[src/rtl/nfc_pkg.sv]
package nfc_pkg;
  typedef enum logic [2:0] {
    MODE_READ    = 3'd0,
    MODE_AUTOSEL = 3'd1,
    MODE_PROGRAM = 3'd2,
    MODE_ERASE   = 3'd3,
    MODE_CFI     = 3'd4
  } mode_e;

  typedef enum logic [3:0] {
    S_READ, S_UNLK1, S_CMD, S_PROG, S_AUTO,
    S_EUNLK0, S_EUNLK1, S_ECMD, S_ERASING, S_CFI
  } seq_state_e;

  localparam logic [7:0] K_UNLK_A   = 8'hAA;
  localparam logic [7:0] K_UNLK_B   = 8'h55;
  localparam logic [7:0] K_RESET    = 8'hF0;
  localparam logic [7:0] K_ERSETUP  = 8'h80;
  localparam logic [7:0] K_AUTOSEL  = 8'h90;
  localparam logic [7:0] K_PROGRAM  = 8'hA0;
  localparam logic [7:0] K_BYPASS   = 8'h20;
  localparam logic [7:0] K_CHIPER   = 8'h10;
  localparam logic [7:0] K_SECTER   = 8'h30;
  localparam logic [7:0] K_QUERY    = 8'h98;
  localparam logic [7:0] K_BYP_EXIT = 8'h00;
endpackage

[src/rtl/nfc_addr_dec.sv]
module nfc_addr_dec #(
  parameter int ADDR_W    = 16,
  parameter int BUS_BYTES = 2
) (
  input  logic [ADDR_W-1:0] byte_addr,
  output logic              hit_555,
  output logic              hit_2aa,
  output logic              hit_055
);
  localparam int SHIFT = (BUS_BYTES == 4) ? 2 : (BUS_BYTES == 2) ? 1 : 0;

  logic [ADDR_W-1:0] word_addr;

  generate
    if (SHIFT == 0) begin : g_byte
      assign word_addr = byte_addr;
    end else begin : g_wide
      assign word_addr = {{SHIFT{1'b0}}, byte_addr[ADDR_W-1:SHIFT]};
    end
  endgenerate

  assign hit_555 = (word_addr == ADDR_W'(12'h555));
  assign hit_2aa = (word_addr == ADDR_W'(12'h2AA));
  assign hit_055 = (word_addr == ADDR_W'(12'h055));
endmodule

[src/rtl/nfc_erase_timer.sv]
module nfc_erase_timer #(
  parameter int SECT_CYC = 20,
  parameter int CHIP_CYC = 200
) (
  input  logic clk,
  input  logic rst_n,
  input  logic start_sect,
  input  logic start_chip,
  output logic done
);
  localparam int MAX_CYC = (CHIP_CYC > SECT_CYC) ? CHIP_CYC : SECT_CYC;
  localparam int CNT_W   = $clog2(MAX_CYC + 1);

  logic [CNT_W-1:0] cnt;

  always_ff @(posedge clk or negedge rst_n) begin
    if (!rst_n)          cnt <= '0;
    else if (start_chip) cnt <= CNT_W'(CHIP_CYC);
    else if (start_sect) cnt <= CNT_W'(SECT_CYC);
    else if (cnt != '0)  cnt <= cnt - 1'b1;
  end

  assign done = (cnt == CNT_W'(1));

  p_cnt_step_r10: assert property (@(posedge clk) disable iff (!rst_n)
    (cnt != '0 && !start_sect && !start_chip) |=> (cnt == $past(cnt) - 1'b1));
  p_start_idle_r10: assert property (@(posedge clk) disable iff (!rst_n)
    (start_sect || start_chip) |-> (cnt == '0));
endmodule

[src/rtl/nfc_seq_fsm.sv]
module nfc_seq_fsm
  import nfc_pkg::*;
(
  input  logic       clk,
  input  logic       rst_n,
  input  logic       wr_en,
  input  logic [7:0] wr_data,
  input  logic       hit_555,
  input  logic       hit_2aa,
  input  logic       hit_055,
  input  logic       erase_done,
  output logic [2:0] mode,
  output logic       bypass,
  output logic       busy,
  output logic       prog_en,
  output logic       er_sect,
  output logic       er_chip
);
  seq_state_e st, st_nx;
  logic       byp_nx;

  always_comb begin
    st_nx   = st;
    byp_nx  = bypass;
    prog_en = 1'b0;
    er_sect = 1'b0;
    er_chip = 1'b0;
    if (st == S_ERASING) begin
      if (erase_done) st_nx = bypass ? S_CMD : S_READ;
    end else if (wr_en) begin
      if (wr_data == K_RESET && st != S_PROG) begin
        st_nx  = S_READ;
        byp_nx = 1'b0;
      end else begin
        st_nx  = S_READ;
        byp_nx = 1'b0;
        unique case (st)
          S_READ: begin
            if (hit_055 && wr_data == K_QUERY)       st_nx = S_CFI;
            else if (hit_555 && wr_data == K_UNLK_A) st_nx = S_UNLK1;
          end
          S_UNLK1: begin
            if (hit_2aa && wr_data == K_UNLK_B) st_nx = S_CMD;
          end
          S_CMD: begin
            if (bypass || hit_555) begin
              byp_nx = bypass;
              unique case (wr_data)
                K_BYPASS:  begin st_nx = S_CMD; byp_nx = 1'b1; end
                K_ERSETUP: st_nx = S_EUNLK0;
                K_AUTOSEL: st_nx = S_AUTO;
                K_PROGRAM: st_nx = S_PROG;
                default:   byp_nx = 1'b0;
              endcase
            end
          end
          S_PROG: begin
            prog_en = 1'b1;
            byp_nx  = bypass;
            st_nx   = bypass ? S_CMD : S_READ;
          end
          S_AUTO: begin
            if (!(bypass && wr_data == K_BYP_EXIT) && hit_055 && wr_data == K_QUERY)
              st_nx = S_CFI;
          end
          S_EUNLK0: begin
            if (hit_555 && wr_data == K_UNLK_A) begin st_nx = S_EUNLK1; byp_nx = bypass; end
          end
          S_EUNLK1: begin
            if (hit_2aa && wr_data == K_UNLK_B) begin st_nx = S_ECMD; byp_nx = bypass; end
          end
          S_ECMD: begin
            if (wr_data == K_SECTER) begin
              st_nx = S_ERASING; byp_nx = bypass; er_sect = 1'b1;
            end else if (wr_data == K_CHIPER && hit_555) begin
              st_nx = S_ERASING; byp_nx = bypass; er_chip = 1'b1;
            end
          end
          default: ;
        endcase
      end
    end
  end

  always_ff @(posedge clk or negedge rst_n) begin
    if (!rst_n) begin
      st     <= S_READ;
      bypass <= 1'b0;
    end else begin
      st     <= st_nx;
      bypass <= byp_nx;
    end
  end

  always_comb begin
    unique case (st)
      S_PROG:                                mode = MODE_PROGRAM;
      S_AUTO:                                mode = MODE_AUTOSEL;
      S_EUNLK0, S_EUNLK1, S_ECMD, S_ERASING: mode = MODE_ERASE;
      S_CFI:                                 mode = MODE_CFI;
      default:                               mode = MODE_READ;
    endcase
  end

  assign busy = (st == S_ERASING);

  p_unlock_fail_r3: assert property (@(posedge clk) disable iff (!rst_n)
    (st == S_UNLK1 && wr_en && !(hit_2aa && wr_data == K_UNLK_B)) |=> (st == S_READ && !bypass));
  p_f0_reset_r5: assert property (@(posedge clk) disable iff (!rst_n)
    (wr_en && wr_data == K_RESET && st != S_PROG && st != S_ERASING) |=> (mode == MODE_READ && !bypass));
  p_cfi_exit_r6: assert property (@(posedge clk) disable iff (!rst_n)
    (st == S_CFI && wr_en) |=> (st == S_READ));
  p_busy_quiet_r10: assert property (@(posedge clk) disable iff (!rst_n)
    busy |-> (!prog_en && !er_sect && !er_chip && $stable(bypass)));
  p_bypass_prog_r11: assert property (@(posedge clk) disable iff (!rst_n)
    (prog_en && bypass) |=> (st == S_CMD && bypass));
  p_erase_end_r12: assert property (@(posedge clk) disable iff (!rst_n)
    (busy && erase_done) |=> (st == ($past(bypass) ? S_CMD : S_READ)));
endmodule

[src/rtl/nfc_cell_array.sv]
module nfc_cell_array #(
  parameter int ARR_BYTES  = 64,
  parameter int SECT_BYTES = 16
) (
  input  logic                         clk,
  input  logic                         rst_n,
  input  logic                         prog_en,
  input  logic                         er_sect,
  input  logic                         er_chip,
  input  logic [$clog2(ARR_BYTES)-1:0] wr_idx,
  input  logic [7:0]                   wr_data,
  input  logic [$clog2(ARR_BYTES)-1:0] rd_idx,
  output logic [7:0]                   rd_data
);
  localparam int IDX_W   = $clog2(ARR_BYTES);
  localparam int SECT_SH = $clog2(SECT_BYTES);

  logic [7:0]       mem [ARR_BYTES];
  logic [IDX_W-1:0] sect_base;

  assign sect_base = (wr_idx >> SECT_SH) << SECT_SH;

  always_ff @(posedge clk or negedge rst_n) begin
    if (!rst_n) begin
      for (int i = 0; i < ARR_BYTES; i++) mem[i] <= 8'hFF;
    end else begin
      for (int i = 0; i < ARR_BYTES; i++) begin
        if (er_chip || (er_sect && (IDX_W'(i) >> SECT_SH) == (sect_base >> SECT_SH)))
          mem[i] <= 8'hFF;
        else if (prog_en && wr_idx == IDX_W'(i))
          mem[i] <= mem[i] & wr_data;
      end
    end
  end

  assign rd_data = mem[rd_idx];

  generate
    for (genvar g = 0; g < ARR_BYTES; g++) begin : g_chk
      p_and_only_r7: assert property (@(posedge clk) disable iff (!rst_n)
        (prog_en && wr_idx == IDX_W'(g)) |=> (mem[g] == ($past(mem[g]) & $past(wr_data))));
      p_erase_fill_r8: assert property (@(posedge clk) disable iff (!rst_n)
        (er_sect && (wr_idx >> SECT_SH) == (IDX_W'(g) >> SECT_SH)) |=> (mem[g] == 8'hFF));
    end
  endgenerate
endmodule

[src/rtl/nor_cmd_seq.sv]
module nor_cmd_seq #(
  parameter int ADDR_W     = 16,
  parameter int BUS_BYTES  = 2,
  parameter int ARR_BYTES  = 64,
  parameter int SECT_BYTES = 16,
  parameter int SECT_CYC   = 20,
  parameter int CHIP_CYC   = 200,
  localparam int IDX_W     = $clog2(ARR_BYTES)
) (
  input  logic              clk,
  input  logic              rst_n,
  input  logic              wr_en,
  input  logic [ADDR_W-1:0] wr_addr,
  input  logic [7:0]        wr_data,
  input  logic [IDX_W-1:0]  rd_addr,
  output logic [7:0]        rd_data,
  output logic [2:0]        mode,
  output logic              bypass,
  output logic              prog_pulse,
  output logic              erase_pulse,
  output logic              busy
);
  logic hit_555, hit_2aa, hit_055, erase_done, er_sect, er_chip;

  nfc_addr_dec #(.ADDR_W(ADDR_W), .BUS_BYTES(BUS_BYTES)) u_dec (
    .byte_addr(wr_addr), .hit_555(hit_555), .hit_2aa(hit_2aa), .hit_055(hit_055)
  );

  nfc_seq_fsm u_fsm (
    .clk(clk), .rst_n(rst_n), .wr_en(wr_en), .wr_data(wr_data),
    .hit_555(hit_555), .hit_2aa(hit_2aa), .hit_055(hit_055),
    .erase_done(erase_done), .mode(mode), .bypass(bypass), .busy(busy),
    .prog_en(prog_pulse), .er_sect(er_sect), .er_chip(er_chip)
  );

  nfc_erase_timer #(.SECT_CYC(SECT_CYC), .CHIP_CYC(CHIP_CYC)) u_tmr (
    .clk(clk), .rst_n(rst_n), .start_sect(er_sect), .start_chip(er_chip), .done(erase_done)
  );

  nfc_cell_array #(.ARR_BYTES(ARR_BYTES), .SECT_BYTES(SECT_BYTES)) u_arr (
    .clk(clk), .rst_n(rst_n), .prog_en(prog_pulse), .er_sect(er_sect), .er_chip(er_chip),
    .wr_idx(wr_addr[IDX_W-1:0]), .wr_data(wr_data), .rd_idx(rd_addr), .rd_data(rd_data)
  );

  assign erase_pulse = er_sect | er_chip;

  p_pulse_excl_r10: assert property (@(posedge clk) disable iff (!rst_n)
    !(prog_pulse && erase_pulse));
  p_erase_busy_r10: assert property (@(posedge clk) disable iff (!rst_n)
    erase_pulse |=> busy);
endmodule

[config.mk]
export PLATFORM = sky130hd
export DESIGN_NAME = nor_cmd_seq
export DESIGN_NICKNAME = d
export VERILOG_FILES = /design/src/rtl/nfc_pkg.sv /design/src/rtl/nfc_addr_dec.sv /design/src/rtl/nfc_erase_timer.sv /design/src/rtl/nfc_seq_fsm.sv /design/src/rtl/nfc_cell_array.sv /design/src/rtl/nor_cmd_seq.sv
export SDC_FILE = /design/constraint.sdc
export NUM_CORES = 1
export LEC_CHECK = 0
export BUFFER_PORTS_ARGS = -buffer_cell sky130_fd_sc_hd__buf_2
export CAP_MARGIN = 20
export CELL_PAD_IN_SITES_DETAIL_PLACEMENT = 1
export CELL_PAD_IN_SITES_GLOBAL_PLACEMENT = 1
export CORE_MARGIN = 4
export CORE_UTILIZATION = 51
export CTS_BUF_LIST = sky130_fd_sc_hd__clkbuf_8
export DETAILED_ROUTE_END_ITERATION = 10
export PLACE_DENSITY_LB_ADDON = 0.1
export SKIP_LAST_GASP = 1
export SLEW_MARGIN = 30
export SYNTH_ARGS = -nofsm -noshare
export SYNTH_HDL_FRONTEND = slang
export SYNTH_HIERARCHICAL = 1
export SYNTH_SLANG_ARGS = --single-unit
[constraint.sdc]
create_clock -name clk -period 4.1 [get_ports clk]
set_input_delay 0.82 -clock clk [delete_from_list [all_inputs] [get_ports clk]]
set_output_delay 0.82 -clock clk [all_outputs]
set_load 0.02 [all_outputs]
* Word level (Yosys, flattened, before mapping) *
Index checks and enable logic that the tools add are counted.
Widths: inputs -> output; s select.

cells by class
  $add $sub $neg = 1
  magnitude comparators = 1
  eq/ne operators = 97
  multiplexer cells = 174
  bitwise gates (word level) = 67
  reductions and logical operators = 157

operators by type and width
  cell                  number
  $mux 8                133
  $and 8x8->8           64
  $eq 6x6->1 const B    32
  $reduce_bool 2->1     65
  $eq 6x5->1 const B    16
  $logic_and 1x1->1     76
  $bmux 8 s6            1
  $eq 6x4->1 const B    8
  $eq 8x8->1 const B    6
  $mux 4                9
  $pmux 4 s8            1
  $eq 6x3->1 const B    4
  $pmux 3 s4            2
  $mux 1                22
  $eq 4x3->1 const B    4
  $eq 8x6->1 const B    2
  $eq 15x10->1 const B  1
  $eq 15x11->1 const B  1
  $eq 15x7->1 const B   1
  $eq 6x2->1 const B    2
  $logic_not 6->1       2
  $ne 3x2->1 const B    4
  $eq 4x2->1 const B    2
  $eq 4x4->1 const B    2
  other kinds (29)      37

word-level totals
  bits in registers = 525
  input port bits = 33
  output and inout bits = 15
  word-level logic and storage cells = 564

* Depth between registers and ports, before layout *
  word-level depth = 10
  mapped depth = 9

* Hierarchy *
Netlist, hierarchy kept.

by module, submodules not included
  module           times used  cells an instance  area each (sq um)
  nfc_cell_array   1           2,064              22,982.0
  nfc_seq_fsm      1           83                 635.6
  nfc_erase_timer  1           51                 500.5
  nfc_addr_dec     1           11                 101.3
  nor_cmd_seq      1           1                  6.3

* Worst setup path after synthesis *
No wires, ideal clock.

  path type = input port to output port
  from = input port wr_addr[12]
  to = output port erase_pulse
  data arrival time = 2,937 ps
  data required time = 3,280 ps
  setup slack = 343 ps
  stages on the path = 5
  buffers on the path = 0
  cell sequence = or4_4 -> nor4_1 -> nand2_1 -> nor4_1 -> or2_1

between the ends
  word-level cells in the longest chain between the ends = 9

RTL lines
  element            line                text
  start, declared    nor_cmd_seq.sv:13   input logic [ADDR_W-1:0] wr_addr,
  $eq 15x11->1       nfc_addr_dec.sv:22  assign hit_555 = (word_addr == ADDR_W'(12'h555));
  via hit_555        nor_cmd_seq.sv:23   logic hit_555, hit_2aa, hit_055, erase_done, er_sect, er_chip;
  $logic_and 1x1->1  nfc_seq_fsm.sv:75   end else if (wr_data == K_CHIPER && hit_555) begin
  $mux 1             nfc_seq_fsm.sv:75
  $mux 1             nfc_seq_fsm.sv:73   if (wr_data == K_SECTER) begin
  $mux 1             nfc_seq_fsm.sv:37   unique case (st)
  $mux 1             nfc_seq_fsm.sv:31   if (wr_data == K_RESET && st != S_PROG) begin
  $mux 1             nfc_seq_fsm.sv:30   end else if (wr_en) begin
  $mux 1             nfc_seq_fsm.sv:28   if (st == S_ERASING) begin
  via er_chip        nor_cmd_seq.sv:23
  $or 1x1->1         nor_cmd_seq.sv:45   assign erase_pulse = er_sect | er_chip;
  end, declared      nor_cmd_seq.sv:20   output logic erase_pulse,

The timed path passes the listed nets, and every way through them passes these cells.

* Worst setup path in the final report *
  from = input port rd_addr[1]
  to = output port rd_data[3]

between the ends
  word-level cells in the longest chain between the ends = 4

RTL lines
  element                                    line                  text
  start, declared                            nor_cmd_seq.sv:15     input logic [IDX_W-1:0] rd_addr,
  $not 6->7 (implied by the code)            nfc_cell_array.sv:36  assign rd_data = mem[rd_idx];
  $bmux 8 s6                                 nfc_cell_array.sv:36
  $mux 8 (implied by the code) (2 in a row)  nfc_cell_array.sv:36
  end, declared                              nor_cmd_seq.sv:16     output logic [7:0] rd_data,

No other way between the ends. The select of a mux whose other input is x is not followed.

==> results.yml <==
placement:
  place.gp.congestion: 0.852
  io_buffers: 47
  post-place-ws_ns: 0.0688
  dp_hpwl_um: 46600
  placed_area_um2: 25200
worst_setup_path:
  timing.reg2reg.setup_slack_ns: 0.97
  critPathMaxStageDelay_ns: 0.39
  crit_family: "buffers and inverters"
  path_class: "input pin to output pin"
  crit_cells: 8
  required_ns: 3.28
  r2r_cells: 6
  worstPathMaxFanout: 37
  cp_slowest_cell: "buf_6"
  worstReg2RegEnd: "u_arr/mem[336]$_DFFE_PN1P_"
  startpoint: "rd_addr[1]"
  cp_common_cell: "o211ai_1"
  path_buf_inv: 3
  crit_arrival_ns: 3.16
  start_kind: "input pin"
  endpoint: "rd_data[3]"
  worstReg2RegStart: "u_fsm/st[0]$_DFFE_PN0P_"
  cp-end-kind: "output pin"
  crit_chain: "buf_6 > buf_4 > mux4_2 > or2_2 > o211ai_1 > o211ai_1 > a22o_1 > buf_2"
route:
  vias: 18189
  ant_nets: 0
  first_pass_iters: 5
  drt-initial-drc-count: 1417
  wire_per_inst_um: 25.5
  routed_wl_um: 74200
  drc_errors: 0
  vias_per_cell: 6.25
hold_path:
  hold_class: "input pin to flop"
  hold_path_depth: 2
sta:
  setup_ws_ns: 0.118
  slew_violations: 0
  finalCritPeriodShare: 0.971
  setup_viol: 0
  fmax_ghz: 0.251
  layout_min_cycle_time_ns: 3.98
  skew_ns: 0.0306
  rsz0062_at_grt: "false"
  setup_tns_ns: 0
  hold_violations: 0
  relSlewSlack: 0.440
  worst_slew_pin_slew_ns: 0.833
layout:
  finalNetCount: 2269
  drive_gt1_frac: 0.392
  final_cell_area_um2: 27100
  antenna_cells: 0
  finalCoreUtilization: 0.580
  area_delta_synth_final_pct: 12.0
synthesis:
  synth.ff_latch_count: 525
  synthMostInstantiatedCell: "nand2_1"
  synth.area.top_cells: "dfstp_2 56%, mux4_2 11%, o21ai_0 11%"
  ys.flop_type: "dfstp_2"
  synth_edf_count: 0
  synth_cell_types: 72
  syn-num-nets: 2246
  synth_top_area_share: 0.555
  ys_top_cells_by_count: "605 x nand2_1, 532 x o21ai_0, 512 x dfstp_2"
  yosys.area.top_type: "dfstp_2"
  ys.warnings.count: 6
  synth_area_um2: 24200
  async_flop_share: 1.00
  yosysSeqAreaShare: 0.569
  synth.avg_cell_area_um2: 11.0
  synth_cells: 2210
clocking:
  cts_sinks: 525
  root_buffer: "clkbuf_8"
  cts_buffers: 90
  cts_tree: "done"
  path_clk_slew_ns: 0.06
  ctsLongestPathBuffers: 3
  h-tree-depth: 3
  clkLatencyLatePin_ns: 0.68
  hold_buffers: 0
grt:
  grt_pass1_vias: 19814
  grt_antenna_before_repair: 1
  grt_max_degree: 129
  grt_usage: 0.297
  grt_pass1_wl_um: 117000
  grt-ovfl-total: 0
power:
  powerDensity_nw_per_um2: 401
  p_leak_nw: 13.0
  peakVddDrop_mv: 0.283
flow_run:
  cap_viol_max_count: 0
die:
  core-area_um2: 46800
  start_util: 0.518
  row_count: 79
  dieWidth_um: 226
  io_pins: 48
  die_y_um: 226
  dieArea_um2: 51100
status:
  status: "finished clean"
layer usage:
| metal | GRT usage | part of all wire | vias up | wire length, µm |
|---|---|---|---|---|
| li1 | - | - | 7843 | - |
| met1 | 0.407 | 0.43 | 9732 | 31900 |
| met2 | 0.488 | 0.50 | 477 | 36800 |
| met3 | 0.0506 | 0.046 | 135 | 3400 |
| met4 | 0.0923 | 0.028 | 2 | 2080 |
| met5 | 0 | 0.00018 | - | 13 |
where the power goes:
part / leakage (nW) / internal (mW) / switching, mW
Combinational: 6.41 / 0.148 / 0.402
Sequential: 5.46 / 5.21 / 0.000000129
Clock: 1.10 / 2.93 / 2.19
Total: 13.0 / 8.29 / 2.59
cell type report:
class	instances	area, µm²
Inverter	12	45.0
Sequential cell	525	13800
Multi-Input combinational cell	1501	9720
Clock buffer	117	1610
Tap cell	607	759
Clock inverter	43	354
Timing Repair Buffer	103	872
Fill cell	4905	19600
through the flow:
step	std cells	hold WS [ns]	power [mW]
final	2908	0.437	10.9
after global routing	2908	0.429	11.3
after CTS	2908	0.382	11.0
after detailed placement	2748	0.470	5.83
after global placement	2748	0.462	5.82
after floorplan	2210	0.454	5.54
state kept, by name (all words and copies together), names as in the netlist:
signal,cells
u_arr/mem,512
u_tmr/cnt,8
u_fsm/st,4
u_fsm/bypass,1
worst reg2reg max path: cells and delay by family, from the launching register on:
kind             cells  cell delay, ns
flip-flops           1            0.62
AND/OR/NAND/NOR      5            2.06
AO/OA/AOI/OAI        1            0.35
layout by cell type (no fill, tap or decap), types with 5 or more instances in the layout:
| cell | n |
|---|---|
| o22ai_1 | 13 |
| clkbuf_8 | 117 |
| buf_4 | 41 |
| o2111ai_1 | 5 |
| bufinv_16 | 6 |
| buf_12 | 15 |
| o21ai_0 | 532 |
| mux4_2 | 119 |
| o211ai_1 | 11 |
| mux2i_1 | 20 |
| nand3_1 | 5 |
| dfstp_2 | 512 |
| a211oi_1 | 8 |
| dfrtp_1 | 13 |
| buf_2 | 43 |
| inv_1 | 34 |
| or3_1 | 7 |
| clkinv_2 | 10 |
| nor2b_1 | 8 |
| and3_1 | 5 |
| nand2_1 | 605 |
| o221ai_1 | 9 |
| nor3_1 | 13 |
| nor3b_1 | 5 |
| a21oi_1 | 9 |
| mux4_1 | 9 |
| nor2_1 | 20 |
| mux2_2 | 9 |
| nand2b_1 | 12 |
kinds of logic after synthesis:
family | Yosys count | share of synthesized area
buffers and inverters | 184 | 0.0332
and+or+nand+nor | 716 | 0.124
DFF | 525 | 0.569
xor gates and xnor gates | 3 | 0.00108
muxes | 158 | 0.133
AOI/OAI and AO/OA | 621 | 0.138
adders and majority gates | 3 | 0.00155
worst min path at each step:
stage	endpoint	startpoint	slack, ns
floorplan	u_arr/mem[119]$_DFFE_PN1P_	u_arr/mem[119]$_DFFE_PN1P_	0.45
global placement	u_arr/mem[115]$_DFFE_PN1P_	u_arr/mem[115]$_DFFE_PN1P_	0.46
detailed placement	u_arr/mem[191]$_DFFE_PN1P_	u_arr/mem[191]$_DFFE_PN1P_	0.47
CTS	u_fsm/st[0]$_DFFE_PN0P_	wr_en	0.38
global route	u_fsm/st[0]$_DFFE_PN0P_	wr_en	0.43
finish	u_fsm/st[0]$_DFFE_PN0P_	wr_en	0.44
repair_timing:
item                       in CTS  in global routing
buffers inserted                0                  0
resized for setup               0                  2
setup endpoints to repair       0                  2
Note: power is estimated with default switching activity, not from simulation.
